### src/rtl/spi_cfg_pkg.sv
package spi_cfg_pkg;
  typedef enum logic [1:0] {
    PH_HDR  = 2'd0,
    PH_PTR  = 2'd1,
    PH_DATA = 2'd2,
    PH_SKIP = 2'd3
  } phase_e;
endpackage

### src/rtl/spi_cfg_rst_sync.sv
module spi_cfg_rst_sync #(
  parameter int STAGES = 2
) (
  input  logic clk,
  input  logic rst_n,
  output logic rst_n_sync
);
  logic [STAGES-1:0] chain_q;

  always_ff @(posedge clk or negedge rst_n) begin
    if (!rst_n) chain_q <= '0;
    else        chain_q <= {chain_q[STAGES-2:0], 1'b1};
  end

  assign rst_n_sync = chain_q[STAGES-1];
endmodule

### src/rtl/spi_cfg_sync.sv
module spi_cfg_sync #(
  parameter int             W       = 3,
  parameter int             STAGES  = 2,
  parameter logic [W-1:0]   RST_VAL = '0
) (
  input  logic         clk,
  input  logic         rst_n,
  input  logic [W-1:0] din,
  output logic [W-1:0] dout
);
  logic [W-1:0] stg_q [STAGES];

  always_ff @(posedge clk or negedge rst_n) begin
    if (!rst_n) begin
      for (int i = 0; i < STAGES; i++) stg_q[i] <= RST_VAL;
    end else begin
      stg_q[0] <= din;
      for (int i = 1; i < STAGES; i++) stg_q[i] <= stg_q[i-1];
    end
  end

  assign dout = stg_q[STAGES-1];
endmodule

### src/rtl/spi_cfg_frame.sv
module spi_cfg_frame
  import spi_cfg_pkg::*;
#(
  parameter int                DATA_W   = 8,
  parameter logic [DATA_W-2:0] DEV_ADDR = 7'h10,
  localparam int               ADDR_W   = DATA_W - 1,
  localparam int               CNT_W    = $clog2(DATA_W)
) (
  input  logic              clk,
  input  logic              rst_n,
  input  logic              cs_act,
  input  logic              sclk_s,
  input  logic              sdi_s,
  output logic              wr_stb,
  output logic [ADDR_W-1:0] wr_addr,
  output logic [DATA_W-1:0] wr_data
);
  phase_e              phase_q, phase_d;
  logic [CNT_W-1:0]    cnt_q, cnt_d;
  logic [DATA_W-1:0]   shreg_q, shreg_d;
  logic [ADDR_W-1:0]   ptr_q, ptr_d;
  logic                incr_q, incr_d;
  logic                stb_q, stb_d;
  logic [ADDR_W-1:0]   waddr_q, waddr_d;
  logic [DATA_W-1:0]   wdata_q, wdata_d;
  logic                sclk_prev_q;
  logic                bit_rise;
  logic                byte_done;
  logic [DATA_W-1:0]   byte_nxt;

  assign bit_rise  = sclk_s && !sclk_prev_q;
  assign byte_nxt  = {shreg_q[DATA_W-2:0], sdi_s};
  assign byte_done = bit_rise && (cnt_q == CNT_W'(DATA_W-1));

  always_comb begin
    phase_d = phase_q;
    cnt_d   = cnt_q;
    shreg_d = shreg_q;
    ptr_d   = ptr_q;
    incr_d  = incr_q;
    stb_d   = 1'b0;
    waddr_d = waddr_q;
    wdata_d = wdata_q;
    if (!cs_act) begin
      phase_d = PH_HDR;
      cnt_d   = '0;
    end else if (bit_rise && phase_q != PH_SKIP) begin
      shreg_d = byte_nxt;
      cnt_d   = byte_done ? '0 : cnt_q + 1'b1;
      if (byte_done) begin
        unique case (phase_q)
          PH_HDR: begin
            if (byte_nxt[DATA_W-1:1] == DEV_ADDR && !byte_nxt[0]) phase_d = PH_PTR;
            else                                                  phase_d = PH_SKIP;
          end
          PH_PTR: begin
            incr_d  = byte_nxt[DATA_W-1];
            ptr_d   = byte_nxt[ADDR_W-1:0];
            phase_d = PH_DATA;
          end
          PH_DATA: begin
            stb_d   = 1'b1;
            waddr_d = ptr_q;
            wdata_d = byte_nxt;
            if (incr_q) ptr_d = ptr_q + 1'b1;
          end
          default: phase_d = PH_SKIP;
        endcase
      end
    end
  end

  always_ff @(posedge clk or negedge rst_n) begin
    if (!rst_n) begin
      phase_q     <= PH_HDR;
      cnt_q       <= '0;
      shreg_q     <= '0;
      ptr_q       <= '0;
      incr_q      <= 1'b0;
      stb_q       <= 1'b0;
      waddr_q     <= '0;
      wdata_q     <= '0;
      sclk_prev_q <= 1'b0;
    end else begin
      phase_q     <= phase_d;
      cnt_q       <= cnt_d;
      shreg_q     <= shreg_d;
      ptr_q       <= ptr_d;
      incr_q      <= incr_d;
      stb_q       <= stb_d;
      waddr_q     <= waddr_d;
      wdata_q     <= wdata_d;
      sclk_prev_q <= sclk_s;
    end
  end

  assign wr_stb  = stb_q;
  assign wr_addr = waddr_q;
  assign wr_data = wdata_q;


  strobe_width_chk: assert property (@(posedge clk) disable iff (!rst_n)
    stb_q |=> !stb_q);


  strobe_source_chk: assert property (@(posedge clk) disable iff (!rst_n)
    stb_q |-> $past(phase_q) == PH_DATA);


  abort_clears_chk: assert property (@(posedge clk) disable iff (!rst_n)
    !cs_act |=> (phase_q == PH_HDR && cnt_q == '0 && !stb_q));


  ptr_advance_chk: assert property (@(posedge clk) disable iff (!rst_n)
    (stb_q && incr_q) |-> ptr_q == ADDR_W'(waddr_q + 1'b1));


  ptr_hold_chk: assert property (@(posedge clk) disable iff (!rst_n)
    (stb_q && !incr_q) |-> ptr_q == waddr_q);
endmodule

### src/rtl/spi_cfg_bank.sv
module spi_cfg_bank #(
  parameter int  DATA_W = 8,
  parameter int  ADDR_W = 7,
  localparam int NREG   = 1 << ADDR_W
) (
  input  logic                   clk,
  input  logic                   rst_n,
  input  logic                   wr_en,
  input  logic [ADDR_W-1:0]      wr_addr,
  input  logic [DATA_W-1:0]      wr_data,
  output logic [NREG*DATA_W-1:0] regs_flat
);
  logic [DATA_W-1:0] regs_q [NREG];

  always_ff @(posedge clk or negedge rst_n) begin
    if (!rst_n) begin
      for (int i = 0; i < NREG; i++) regs_q[i] <= '0;
    end else if (wr_en) begin
      for (int i = 0; i < NREG; i++)
        if (wr_addr == ADDR_W'(i)) regs_q[i] <= wr_data;
    end
  end

  for (genvar g = 0; g < NREG; g++) begin : g_flat
    assign regs_flat[g*DATA_W +: DATA_W] = regs_q[g];
  end


  bank_write_chk: assert property (@(posedge clk) disable iff (!rst_n)
    wr_en |=> regs_q[$past(wr_addr)] == $past(wr_data));
endmodule

### src/rtl/spi_cfg_port.sv
module spi_cfg_port #(
  parameter int                DATA_W      = 8,
  parameter logic [DATA_W-2:0] DEV_ADDR    = 7'h10,
  parameter int                SYNC_STAGES = 2,
  localparam int               ADDR_W      = DATA_W - 1,
  localparam int               NREG        = 1 << ADDR_W
) (
  input  logic                   clk,
  input  logic                   rst_n,
  input  logic                   cs_n,
  input  logic                   sclk,
  input  logic                   sdi,
  output logic                   wr_stb,
  output logic [ADDR_W-1:0]      wr_addr,
  output logic [DATA_W-1:0]      wr_data,
  output logic [NREG*DATA_W-1:0] cfg_regs
);
  logic       rst_n_s;
  logic [2:0] pins_s;

  spi_cfg_rst_sync #(.STAGES(SYNC_STAGES)) u_rst (
    .clk        (clk),
    .rst_n      (rst_n),
    .rst_n_sync (rst_n_s)
  );

  spi_cfg_sync #(.W(3), .STAGES(SYNC_STAGES), .RST_VAL(3'b100)) u_sync (
    .clk   (clk),
    .rst_n (rst_n_s),
    .din   ({cs_n, sclk, sdi}),
    .dout  (pins_s)
  );

  spi_cfg_frame #(.DATA_W(DATA_W), .DEV_ADDR(DEV_ADDR)) u_frame (
    .clk     (clk),
    .rst_n   (rst_n_s),
    .cs_act  (!pins_s[2]),
    .sclk_s  (pins_s[1]),
    .sdi_s   (pins_s[0]),
    .wr_stb  (wr_stb),
    .wr_addr (wr_addr),
    .wr_data (wr_data)
  );

  spi_cfg_bank #(.DATA_W(DATA_W), .ADDR_W(ADDR_W)) u_bank (
    .clk       (clk),
    .rst_n     (rst_n_s),
    .wr_en     (wr_stb),
    .wr_addr   (wr_addr),
    .wr_data   (wr_data),
    .regs_flat (cfg_regs)
  );
endmodule

### config.mk
export PLATFORM = sky130hd
export DESIGN_NAME = spi_cfg_port
export DESIGN_NICKNAME = d
export VERILOG_FILES = /design/src/rtl/spi_cfg_pkg.sv /design/src/rtl/spi_cfg_rst_sync.sv /design/src/rtl/spi_cfg_sync.sv /design/src/rtl/spi_cfg_frame.sv /design/src/rtl/spi_cfg_bank.sv /design/src/rtl/spi_cfg_port.sv
export SDC_FILE = /design/constraint.sdc
export NUM_CORES = 1
export LEC_CHECK = 0
export BUFFER_PORTS_ARGS = -buffer_cell sky130_fd_sc_hd__buf_2
export CORE_AREA = 2 2 411 413
export CTS_BUF_LIST = sky130_fd_sc_hd__clkbuf_16
export DETAILED_ROUTE_END_ITERATION = 10
export DIE_AREA = 0 0 413 415
export GPL_TIMING_DRIVEN = 0
export PLACE_DENSITY = 0.54
export SLEW_MARGIN = 10
export SYNTH_ARGS = -nofsm -noshare
export SYNTH_HDL_FRONTEND = slang
export SYNTH_HIERARCHICAL = 1
export SYNTH_SLANG_ARGS = --single-unit
export TNS_END_PERCENT = 5
### constraint.sdc
create_clock -name clk -period 36.8 [get_ports clk]
set_clock_uncertainty 0.15 [all_clocks]
set_input_delay 11.04 -clock clk [delete_from_list [all_inputs] [get_ports clk]]
set_output_delay 11.04 -clock clk [all_outputs]
set_load 0.02 [all_outputs]
==> results of run 1 <==
==> registers in the layout, indices dropped and copies added, names as in the netlist, 3 cells and up <==
| signal | cells |
|---|---|
| u_sync/dout | 3 |
| u_frame/cnt_q | 3 |
| u_bank/regs_flat | 1024 |
| u_sync/stg_q | 3 |
| u_frame/wr_data | 8 |
| u_frame/shreg_q | 7 |
| u_frame/ptr_q | 7 |
| u_frame/wr_addr | 7 |
==> layer usage <==
layer  track usage (%)  up-vias
li1                  -    11418
met5                 0        -
met2              31.1      761
met4              6.14        0
met3              4.58      205
met1              23.4    14211
==> kinds of logic (layout without fill, tap and decap cells) <==
group | after synthesis | after routing | share of synthesized area, %
other | 1 | 7 | 0.00906
adder cells (fa/ha/maj) | 3 | 3 | 0.0907
buffers and inverters | 170 | 1456 | 1.86
multiplexers | 1047 | 1047 | 28.5
AO/OA/AOI/OAI | 24 | 24 | 0.390
flip-flops | 1069 | 1069 | 64.6
XOR/XNOR | 1 | 1 | 0.0212
AND/OR/NAND/NOR | 221 | 221 | 4.53
==> Yosys cell counts, drive strengths merged, types with 2 or more instances <==
cell type  number
and2            2
nor2           37
nand2b          8
a21oi           6
clkbuf        116
nor2b          10
a22o            4
buf            52
nand4b          9
nor4b           5
mux2         1047
nor4            3
nand3          26
ha              3
nand4          10
nand2          67
nand3b          2
and4b           5
inv             2
dfrtp        1067
dfstp           2
nor4bb          5
nor3           18
o21ai           5
nand4bb         5
and4bb          5
a21boi          3
==> path summary, 6_finish.rpt <==
check / start / endpoint / slack [ps] / cells after the start
max reg2reg: u_frame/wr_addr[1] / u_bank/regs_flat[5] / 33300 / 5
min reg2reg: u_rst/chain_q[1] / u_bank/regs_flat[501] / 110 / 0
min: u_rst/chain_q[1] / u_bank/regs_flat[501] / 110 / 0
max: u_frame/wr_addr[5] / wr_addr[5] / 23960 / 1
min in group clk: u_sync/stg_q[4] / u_sync/dout[1] / 200 / 0
max in group asynchronous: rst_n / u_rst/chain_q[1] / 26480 / 1
==> per-stage QoR <==
stage	hold slack (ps)	setup slack, ps	cell area [um2]
finish	110	23960	53900
global route	148	23850	53800
CTS	120	23860	53800
detailed placement	114	24750	50100
global placement	186	-9210	49400
floorplan	181	4650	41400
==> power by group through the flow <==
stage	clock network, mW	logic, mW	registers (mW)
6_report	1.15	0.0370	1.19
5_1_grt	1.23	0.0429	1.19
4_1_cts	1.18	0.0387	1.19
3_5_place_dp	0	0.0386	1.21
3_3_place_gp	0	0.00741	1.23
2_1_floorplan	0	0.00652	1.22
==> layout make-up <==
cell class | instances | area (um2) | share of cell area, %
inverter | 2 | 7.51 | 0.0139
tap | 2204 | 2760 | 5.12
antenna | 6 | 15.0 | 0.0279
clock inverter | 96 | 738 | 1.37
sequential | 1069 | 26800 | 49.7
buffer | 168 | 777 | 1.44
multi-input combinational | 1297 | 13900 | 25.8
clock buffer | 118 | 2950 | 5.48
timing repair buffer | 1072 | 5970 | 11.1
==> flow_summary.html, run 1 <==
<table>
<tr><th>Metric</th><th>Value</th></tr>
<tr><th colspan="2">Outcome</th></tr>
<tr><td>Result of the run</td><td>completed</td></tr>
<tr><th colspan="2">Layout</th></tr>
<tr><td>Most used cells in the layout excluding fill and tap cells</td><td>1073 x sky130_fd_sc_hd__buf_2, 1066 x sky130_fd_sc_hd__dfrtp_1, 1023 x sky130_fd_sc_hd__mux2_2</td></tr>
<tr><td>Most common library cell in the layout ignoring fill and taps</td><td>sky130_fd_sc_hd__buf_2</td></tr>
<tr><td>Final core utilization</td><td>32.3%</td></tr>
<tr><td>Layout Area Growth over Synthesis</td><td>30.1%</td></tr>
<tr><td>Total Nets Final</td><td>3736</td></tr>
<tr><td>Filler cell count</td><td>16792</td></tr>
<tr><td>Non-filler cells in the finished layout</td><td>6032</td></tr>
<tr><td>Share of cells above drive strength 1</td><td>63.4%</td></tr>
<tr><th colspan="2">Drt</th></tr>
<tr><td>Drc violations</td><td>0</td></tr>
<tr><td>Drt wl/cell</td><td>27.1 um</td></tr>
<tr><td>DR vias</td><td>26595</td></tr>
<tr><td>Wire length on met3</td><td>10400 um</td></tr>
<tr><td>Vias per Instance</td><td>4.41</td></tr>
<tr><td>Detailed-routing iteration count for the pre-antenna-repair pass</td><td>4</td></tr>
<tr><td>Number of nets with antenna violations after routing</td><td>0</td></tr>
<tr><td>Number of design-rule violations left by the first detailed-router iteration</td><td>1568</td></tr>
<tr><td>Total routed wirelength</td><td>163000 um</td></tr>
<tr><td>Met1 layer wirelength in the final routing</td><td>67700 um</td></tr>
<tr><td>Met2 routed wirelength</td><td>80400 um</td></tr>
<tr><td>Topmost layer with routed signal wires</td><td>met4</td></tr>
<tr><th colspan="2">CTS</th></tr>
<tr><td>Clock sinks</td><td>1069</td></tr>
<tr><td>Post-CTS setup-driven buffer insertion count</td><td>0</td></tr>
<tr><td>Worst-case clock buffer depth</td><td>3</td></tr>
<tr><td>Root buffer selected by CTS</td><td>sky130_fd_sc_hd__clkbuf_16</td></tr>
<tr><td>Post-CTS Hold Buffers</td><td>0</td></tr>
<tr><td>CTS HTree Levels</td><td>3</td></tr>
<tr><td>Cts bufs inserted</td><td>118</td></tr>
<tr><td>Clock latency at the later pin of the worst-skew pair</td><td>760 ps</td></tr>
<tr><td>Clock transition time at the flip-flop clock pins of the worst setup and hold paths</td><td>60 ps</td></tr>
<tr><td>TritonCTS clock tree</td><td>built</td></tr>
<tr><td>Number of instances resized during post-cts repair</td><td>0</td></tr>
<tr><th colspan="2">Critical path</th></tr>
<tr><td>Data required time of the critical path</td><td>25610 ps</td></tr>
<tr><td>Total buffers and inverters traversed by the critical path</td><td>1</td></tr>
<tr><td>Data arrival, critical path</td><td>1650 ps</td></tr>
<tr><td>Endpoint type of the worst setup path</td><td>primary output</td></tr>
<tr><td>Crit-path leading delay family</td><td>flip-flops</td></tr>
<tr><td>Kind of launch point of the worst setup path</td><td>register</td></tr>
<tr><td>Largest stage delay on the critical path</td><td>580 ps</td></tr>
<tr><td>Master of the slowest instance on the critical path</td><td>sky130_fd_sc_hd__dfrtp_1</td></tr>
<tr><td>WS Path Type</td><td>register to primary output</td></tr>
<tr><td>CP cell instances</td><td>buf_2</td></tr>
<tr><td>Highest fanout seen on the critical path</td><td>8</td></tr>
<tr><th colspan="2">Global routing</th></tr>
<tr><td>First-pass GRT wire length</td><td>224000 um</td></tr>
<tr><td>Total gr overflow</td><td>0</td></tr>
<tr><td>All-layer global routing usage</td><td>18.6%</td></tr>
<tr><td>Number of global-route vias before repair</td><td>27036</td></tr>
<tr><td>Maximum number of pins on one net before global-route repair</td><td>64</td></tr>
<tr><td>Antenna violations before repair</td><td>15</td></tr>
<tr><th colspan="2">Power and ir drop</th></tr>
<tr><td>Net switching share of the total power</td><td>22.6%</td></tr>
<tr><td>Pwr Total</td><td>2.37 mW</td></tr>
<tr><td>Clock share of power</td><td>48.4%</td></tr>
<tr><td>Switching power</td><td>0.535 mW</td></tr>
<tr><td>Internal Power</td><td>1.83 mW</td></tr>
<tr><td>P_leak</td><td>30.2 nW</td></tr>
<tr><td>Power Density</td><td>44.0 mW/mm2</td></tr>
<tr><td>Logic pwr share</td><td>1.6%</td></tr>
<tr><td>Peak supply drop</td><td>40.8 uV</td></tr>
<tr><td>Flop pwr share</td><td>50.0%</td></tr>
<tr><th colspan="2">Synth</th></tr>
<tr><td>Count of different cell masters after synthesis</td><td>54</td></tr>
<tr><td>Primary FF master, synth</td><td>sky130_fd_sc_hd__dfrtp_1</td></tr>
<tr><td>Library cell occupying the most area in the post-synthesis netlist</td><td>sky130_fd_sc_hd__dfrtp_1</td></tr>
<tr><td>Biggest area contributors in the synthesized netlist</td><td>sky130_fd_sc_hd__dfrtp_1 64%, sky130_fd_sc_hd__mux2_2 28%, sky130_fd_sc_hd__clkbuf_1 1.1%</td></tr>
<tr><td>Seq cells post-synth</td><td>1069</td></tr>
<tr><td>Yosys warns</td><td>6</td></tr>
<tr><td>Number of nets in the synthesized netlist</td><td>2544</td></tr>
<tr><td>Share of async-settable or async-resettable flops after synthesis</td><td>100%</td></tr>
<tr><td>Number of enable-type register cells in the synthesized netlist</td><td>0</td></tr>
<tr><td>Mapped Avg Cell Area</td><td>16.3 um2</td></tr>
<tr><td>Portion of synthesized cell area occupied by the leading cell type</td><td>64.5%</td></tr>
<tr><td>Number of standard cells after synthesis</td><td>2536</td></tr>
<tr><td>Sequential cell area fraction in the yosys report</td><td>64.6%</td></tr>
<tr><td>Post-synthesis instance area</td><td>0.0414 mm2</td></tr>
<tr><th colspan="2">Die</th></tr>
<tr><td>Initial core utilization</td><td>24.8%</td></tr>
<tr><td>Ports</td><td>1045</td></tr>
<tr><td>Die Area</td><td>0.171 mm2</td></tr>
<tr><td>Y dimension of the die</td><td>415 um</td></tr>
<tr><td>Core area</td><td>0.167 mm2</td></tr>
<tr><td>Die W</td><td>413 um</td></tr>
<tr><td>Site Rows</td><td>150</td></tr>
<tr><th colspan="2">Timing</th></tr>
<tr><td>Max-slew violations</td><td>0</td></tr>
<tr><td>Unrepaired setup endpoints after global routing</td><td>false</td></tr>
<tr><td>Transition time of the tightest slew-check pin</td><td>1170 ps</td></tr>
<tr><td>Relative max-transition margin</td><td>21.6%</td></tr>
<tr><td>Setup-failing EPs final</td><td>0</td></tr>
<tr><td>Final Hold Viols</td><td>0</td></tr>
<tr><td>Final sum of negative setup slack</td><td>0 ps</td></tr>
<tr><td>Share of the clock period used by the worst path</td><td>34.9%</td></tr>
<tr><td>Max Fclk</td><td>0.0779 GHz</td></tr>
<tr><td>Shortest period the worst path allows</td><td>12840 ps</td></tr>
<tr><th colspan="2">Place</th></tr>
<tr><td>Total placed cells including tap cells</td><td>5812</td></tr>
<tr><td>Number of buffer cells added on primary ports</td><td>1044</td></tr>
<tr><td>Weighted congestion at the end of routability-driven global placement</td><td>0.796</td></tr>
<tr><td>Placed wire-length estimate</td><td>126000 um</td></tr>
<tr><th colspan="2">Job</th></tr>
<tr><td>Max-cap viol count</td><td>0</td></tr>
<tr><th colspan="2">Worst hold path</th></tr>
<tr><td>Min-Delay Path Class</td><td>register to async pin</td></tr>
</table>
Note: power is estimated with default switching activity, not from simulation.
==> run 2, diff against run 1 <==
--- a/config.mk
+++ b/config.mk
@@ -11,7 +11,7 @@
 export DETAILED_ROUTE_END_ITERATION = 10
 export DIE_AREA = 0 0 413 415
 export GPL_TIMING_DRIVEN = 0
-export PLACE_DENSITY = 0.54
+export PLACE_DENSITY = 0.56
 export SLEW_MARGIN = 10
 export SYNTH_ARGS = -nofsm -noshare
 export SYNTH_HDL_FRONTEND = slang
==> constraint.sdc (replaced) <==
create_clock -name clk -period 10.5 [get_ports clk]
set_clock_uncertainty 0.15 [all_clocks]
set_input_delay 3.15 -clock clk [delete_from_list [all_inputs] [get_ports clk]]
set_output_delay 3.15 -clock clk [all_outputs]
set_load 0.02 [all_outputs]
==> run 2 against run 1 <==
Compared with the run above:
- flip-flop and latch count unchanged
- critical path depth unchanged
- final cell count about the same
- die area unchanged
- register-to-register slack worse by 26000 ps
- final area down 0.14%
- clock power rose to 3.4 times the previous value
- non-clock buffer count unchanged
- global-route usage down 0.16 points
- worst hold slack better by 54 ps
- count of clock-buffer cells in the layout up 4
- highest routed layer unchanged
==> flow_summary.html, run 2 (same netlist as run 1, synthesis figures left out) <==
<table>
<tr><th>Metric</th><th>Value</th></tr>
<tr><th colspan="2">Outcome</th></tr>
<tr><td>Result of the run</td><td>completed (unchanged)</td></tr>
<tr><th colspan="2">Layout</th></tr>
<tr><td>Number of flip-flops in the largest register</td><td>1024 (unchanged)</td></tr>
<tr><td>Most used cells in the layout excluding fill and tap cells</td><td>1073 x sky130_fd_sc_hd__buf_2, 1066 x sky130_fd_sc_hd__dfrtp_1, 1023 x sky130_fd_sc_hd__mux2_2 (unchanged)</td></tr>
<tr><td>Share of cells above drive strength 1</td><td>63.6% (was 63.4%)</td></tr>
<tr><td>Non-filler cells in the finished layout</td><td>6036 (was 6032)</td></tr>
<tr><td>Most common library cell in the layout ignoring fill and taps</td><td>sky130_fd_sc_hd__buf_2 (unchanged)</td></tr>
<tr><td>Final core utilization</td><td>32.3% (about the same)</td></tr>
<tr><td>Layout Area Growth over Synthesis</td><td>29.9% (was 30.1%)</td></tr>
<tr><td>Total Nets Final</td><td>3737 (was 3736)</td></tr>
<tr><th colspan="2">Drt</th></tr>
<tr><td>Drc violations</td><td>0 (unchanged)</td></tr>
<tr><td>Number of nets with antenna violations after routing</td><td>0 (unchanged)</td></tr>
<tr><td>Detailed-routing iteration count for the pre-antenna-repair pass</td><td>5 (was 4)</td></tr>
<tr><td>DR vias</td><td>26649 (was 26595)</td></tr>
<tr><td>Total routed wirelength</td><td>162000 um (was 163000 um)</td></tr>
<tr><td>Number of design-rule violations left by the first detailed-router iteration</td><td>1533 (was 1568)</td></tr>
<tr><td>Vias per Instance</td><td>4.42 (was 4.41)</td></tr>
<tr><td>Drt wl/cell</td><td>26.8 um (was 27.1 um)</td></tr>
<tr><th colspan="2">Global routing</th></tr>
<tr><td>Antenna violations before repair</td><td>15 (unchanged)</td></tr>
<tr><td>Maximum number of pins on one net before global-route repair</td><td>63 (was 64)</td></tr>
<tr><td>First-pass GRT wire length</td><td>222000 um (was 224000 um)</td></tr>
<tr><td>Number of global-route vias before repair</td><td>27284 (was 27036)</td></tr>
<tr><td>Total gr overflow</td><td>0 (unchanged)</td></tr>
<tr><td>All-layer global routing usage</td><td>18.4% (was 18.6%)</td></tr>
<tr><th colspan="2">Timing</th></tr>
<tr><td>Relative max-transition margin</td><td>16.3% (was 21.6%)</td></tr>
<tr><td>Max-slew violations</td><td>0 (unchanged)</td></tr>
<tr><td>Max Fclk</td><td>0.202 GHz</td></tr>
<tr><td>Transition time of the tightest slew-check pin</td><td>1260 ps (was 1170 ps)</td></tr>
<tr><td>Shortest period the worst path allows</td><td>4950 ps</td></tr>
<tr><td>Setup-failing EPs final</td><td>0 (unchanged)</td></tr>
<tr><td>Share of the clock period used by the worst path</td><td>47.2%</td></tr>
<tr><td>Final Hold Viols</td><td>0 (unchanged)</td></tr>
<tr><td>Worst Hold Slack</td><td>163 ps (was 110 ps)</td></tr>
<tr><td>Unrepaired setup endpoints after global routing</td><td>false (unchanged)</td></tr>
<tr><th colspan="2">Die</th></tr>
<tr><td>Die W</td><td>413 um (unchanged)</td></tr>
<tr><td>Site Rows</td><td>150 (unchanged)</td></tr>
<tr><td>Die Area</td><td>0.171 mm2 (unchanged)</td></tr>
<tr><td>Initial core utilization</td><td>24.8% (unchanged)</td></tr>
<tr><td>Ports</td><td>1045 (unchanged)</td></tr>
<tr><td>Core area</td><td>0.167 mm2 (unchanged)</td></tr>
<tr><td>Y dimension of the die</td><td>415 um (unchanged)</td></tr>
<tr><th colspan="2">Critical path</th></tr>
<tr><td>Total buffers and inverters traversed by the critical path</td><td>1 (unchanged)</td></tr>
<tr><td>Kind of launch point of the worst setup path</td><td>register (unchanged)</td></tr>
<tr><td>Largest stage delay on the critical path</td><td>650 ps (was 580 ps)</td></tr>
<tr><td>Highest fanout seen on the critical path</td><td>7 (was 8)</td></tr>
<tr><td>Data arrival, critical path</td><td>1650 ps (about the same)</td></tr>
<tr><td>Master of the slowest instance on the critical path</td><td>sky130_fd_sc_hd__dfrtp_1 (unchanged)</td></tr>
<tr><td>Data required time of the critical path</td><td>7200 ps (was 25610 ps)</td></tr>
<tr><td>Endpoint type of the worst setup path</td><td>primary output (unchanged)</td></tr>
<tr><td>WS Path Type</td><td>register to primary output (unchanged)</td></tr>
<tr><td>Crit-path leading delay family</td><td>flip-flops (unchanged)</td></tr>
<tr><td>CP cell instances</td><td>buf_2 (unchanged)</td></tr>
<tr><th colspan="2">CTS</th></tr>
<tr><td>Number of instances resized during post-cts repair</td><td>0 (unchanged)</td></tr>
<tr><td>Clock transition time at the flip-flop clock pins of the worst setup and hold paths</td><td>60 ps (about the same)</td></tr>
<tr><td>Clock latency at the later pin of the worst-skew pair</td><td>740 ps (was 760 ps)</td></tr>
<tr><td>Root buffer selected by CTS</td><td>sky130_fd_sc_hd__clkbuf_16 (unchanged)</td></tr>
<tr><td>Post-CTS setup-driven buffer insertion count</td><td>0 (unchanged)</td></tr>
<tr><td>CTS HTree Levels</td><td>3 (unchanged)</td></tr>
<tr><td>Post-CTS Hold Buffers</td><td>0 (unchanged)</td></tr>
<tr><td>Clock sinks</td><td>1069 (unchanged)</td></tr>
<tr><td>Worst-case clock buffer depth</td><td>3 (unchanged)</td></tr>
<tr><td>TritonCTS clock tree</td><td>built (unchanged)</td></tr>
<tr><td>Cts bufs inserted</td><td>119 (was 118)</td></tr>
<tr><th colspan="2">Place</th></tr>
<tr><td>Number of buffer cells added on primary ports</td><td>1044 (unchanged)</td></tr>
<tr><td>Total placed cells including tap cells</td><td>5812 (unchanged)</td></tr>
<tr><td>Weighted congestion at the end of routability-driven global placement</td><td>0.808 (was 0.796)</td></tr>
<tr><td>Placed wire-length estimate</td><td>126000 um (about the same)</td></tr>
<tr><th colspan="2">Power and ir drop</th></tr>
<tr><td>P_leak</td><td>30.1 nW (was 30.2 nW)</td></tr>
<tr><td>Peak supply drop</td><td>132 uV (was 40.8 uV)</td></tr>
<tr><td>Pwr Total</td><td>8.20 mW (was 2.37 mW)</td></tr>
<tr><td>Power Density</td><td>152 mW/mm2 (was 44.0 mW/mm2)</td></tr>
<tr><th colspan="2">Job</th></tr>
<tr><td>Max-cap viol count</td><td>0 (unchanged)</td></tr>
<tr><th colspan="2">Worst hold path</th></tr>
<tr><td>Min-Delay Path Class</td><td>register to async pin (unchanged)</td></tr>
</table>
run 2: cell count changes in the layout (fill, tap and decap cells not counted), moves of 2 or more:
cell / previous run / this run
sky130_fd_sc_hd__buf_12: 2 / 7
sky130_fd_sc_hd__buf_16: 25 / 21
sky130_fd_sc_hd__bufinv_16: 9 / 3
sky130_fd_sc_hd__clkbuf_16: 118 / 122
sky130_fd_sc_hd__clkinv_1: 27 / 32
sky130_fd_sc_hd__clkinv_2: 17 / 26
sky130_fd_sc_hd__clkinv_4: 3 / 1
sky130_fd_sc_hd__clkinvlp_4: 0 / 5
sky130_fd_sc_hd__diode_2: 6 / 8
sky130_fd_sc_hd__inv_1: 32 / 21
run 2: layer usage:
| metal | global-route usage, % | vias up | wire length [um] |
|---|---|---|---|
| met3 | 4.20 | 231 | 9850 |
| met2 | 30.4 | 830 | 78100 |
| met5 | 0 | - | 0 |
| li1 | - | 11435 | - |
| met1 | 23.6 | 14153 | 68200 |
| met4 | 6.56 | 0 | 5890 |
run 2: worst paths after layout:
check | startpoint | to | slack, ps | depth (start not counted)
setup / recovery | u_frame/wr_stb | wr_stb | 5550 | 1
hold / removal | u_rst/chain_q[1] | u_bank/regs_flat[380] | 160 | 0
setup reg to reg | u_frame/wr_addr[0] | u_bank/regs_flat[10] | 6840 | 6
hold reg to reg | u_rst/chain_q[1] | u_bank/regs_flat[380] | 160 | 0
max in group asynchronous | u_rst/chain_q[1] | u_bank/regs_flat[591] | 7360 | 7
min in group clk | u_rst/chain_q[0] | u_rst/chain_q[1] | 200 | 0
run 2: area by class of cell:
| type | count | area [um2] |
|---|---|---|
| diodes | 8 | 20.0 |
| plain buffers | 168 | 776 |
| clock buffers | 122 | 3050 |
| clock inverters | 94 | 583 |
| fillers | 16789 | 113000 |
| inverters | 2 | 7.51 |
| multi-input cells | 1297 | 13900 |
| flip-flops and latches | 1069 | 26800 |
| well taps | 2204 | 2760 |
| repair buffers | 1072 | 5940 |
run 2: report_power, final:
| group | switching (mW) | internal (mW) | leakage (nW) | total (mW) |
|---|---|---|---|---|
| clock network | 1.75 | 2.17 | 1.86 | 3.92 |
| logic | 0.0906 | 0.0371 | 13.3 | 0.128 |
| registers | 0.0203 | 4.13 | 14.9 | 4.15 |
| total | 1.86 | 6.34 | 30.1 | 8.20 |
run 2: stage by stage:
step / setup slack, ps / setup TNS (ps) / cell area, um2
6_report: 5550 / 0 / 53800
4_1_cts: 5460 / 0 / 53800
5_1_grt: 5430 / 0 / 53800
2_1_floorplan: 102 / 0 / 41400
3_5_place_dp: 6300 / 0 / 50100
3_3_place_gp: -4420 / -4349350 / 49400
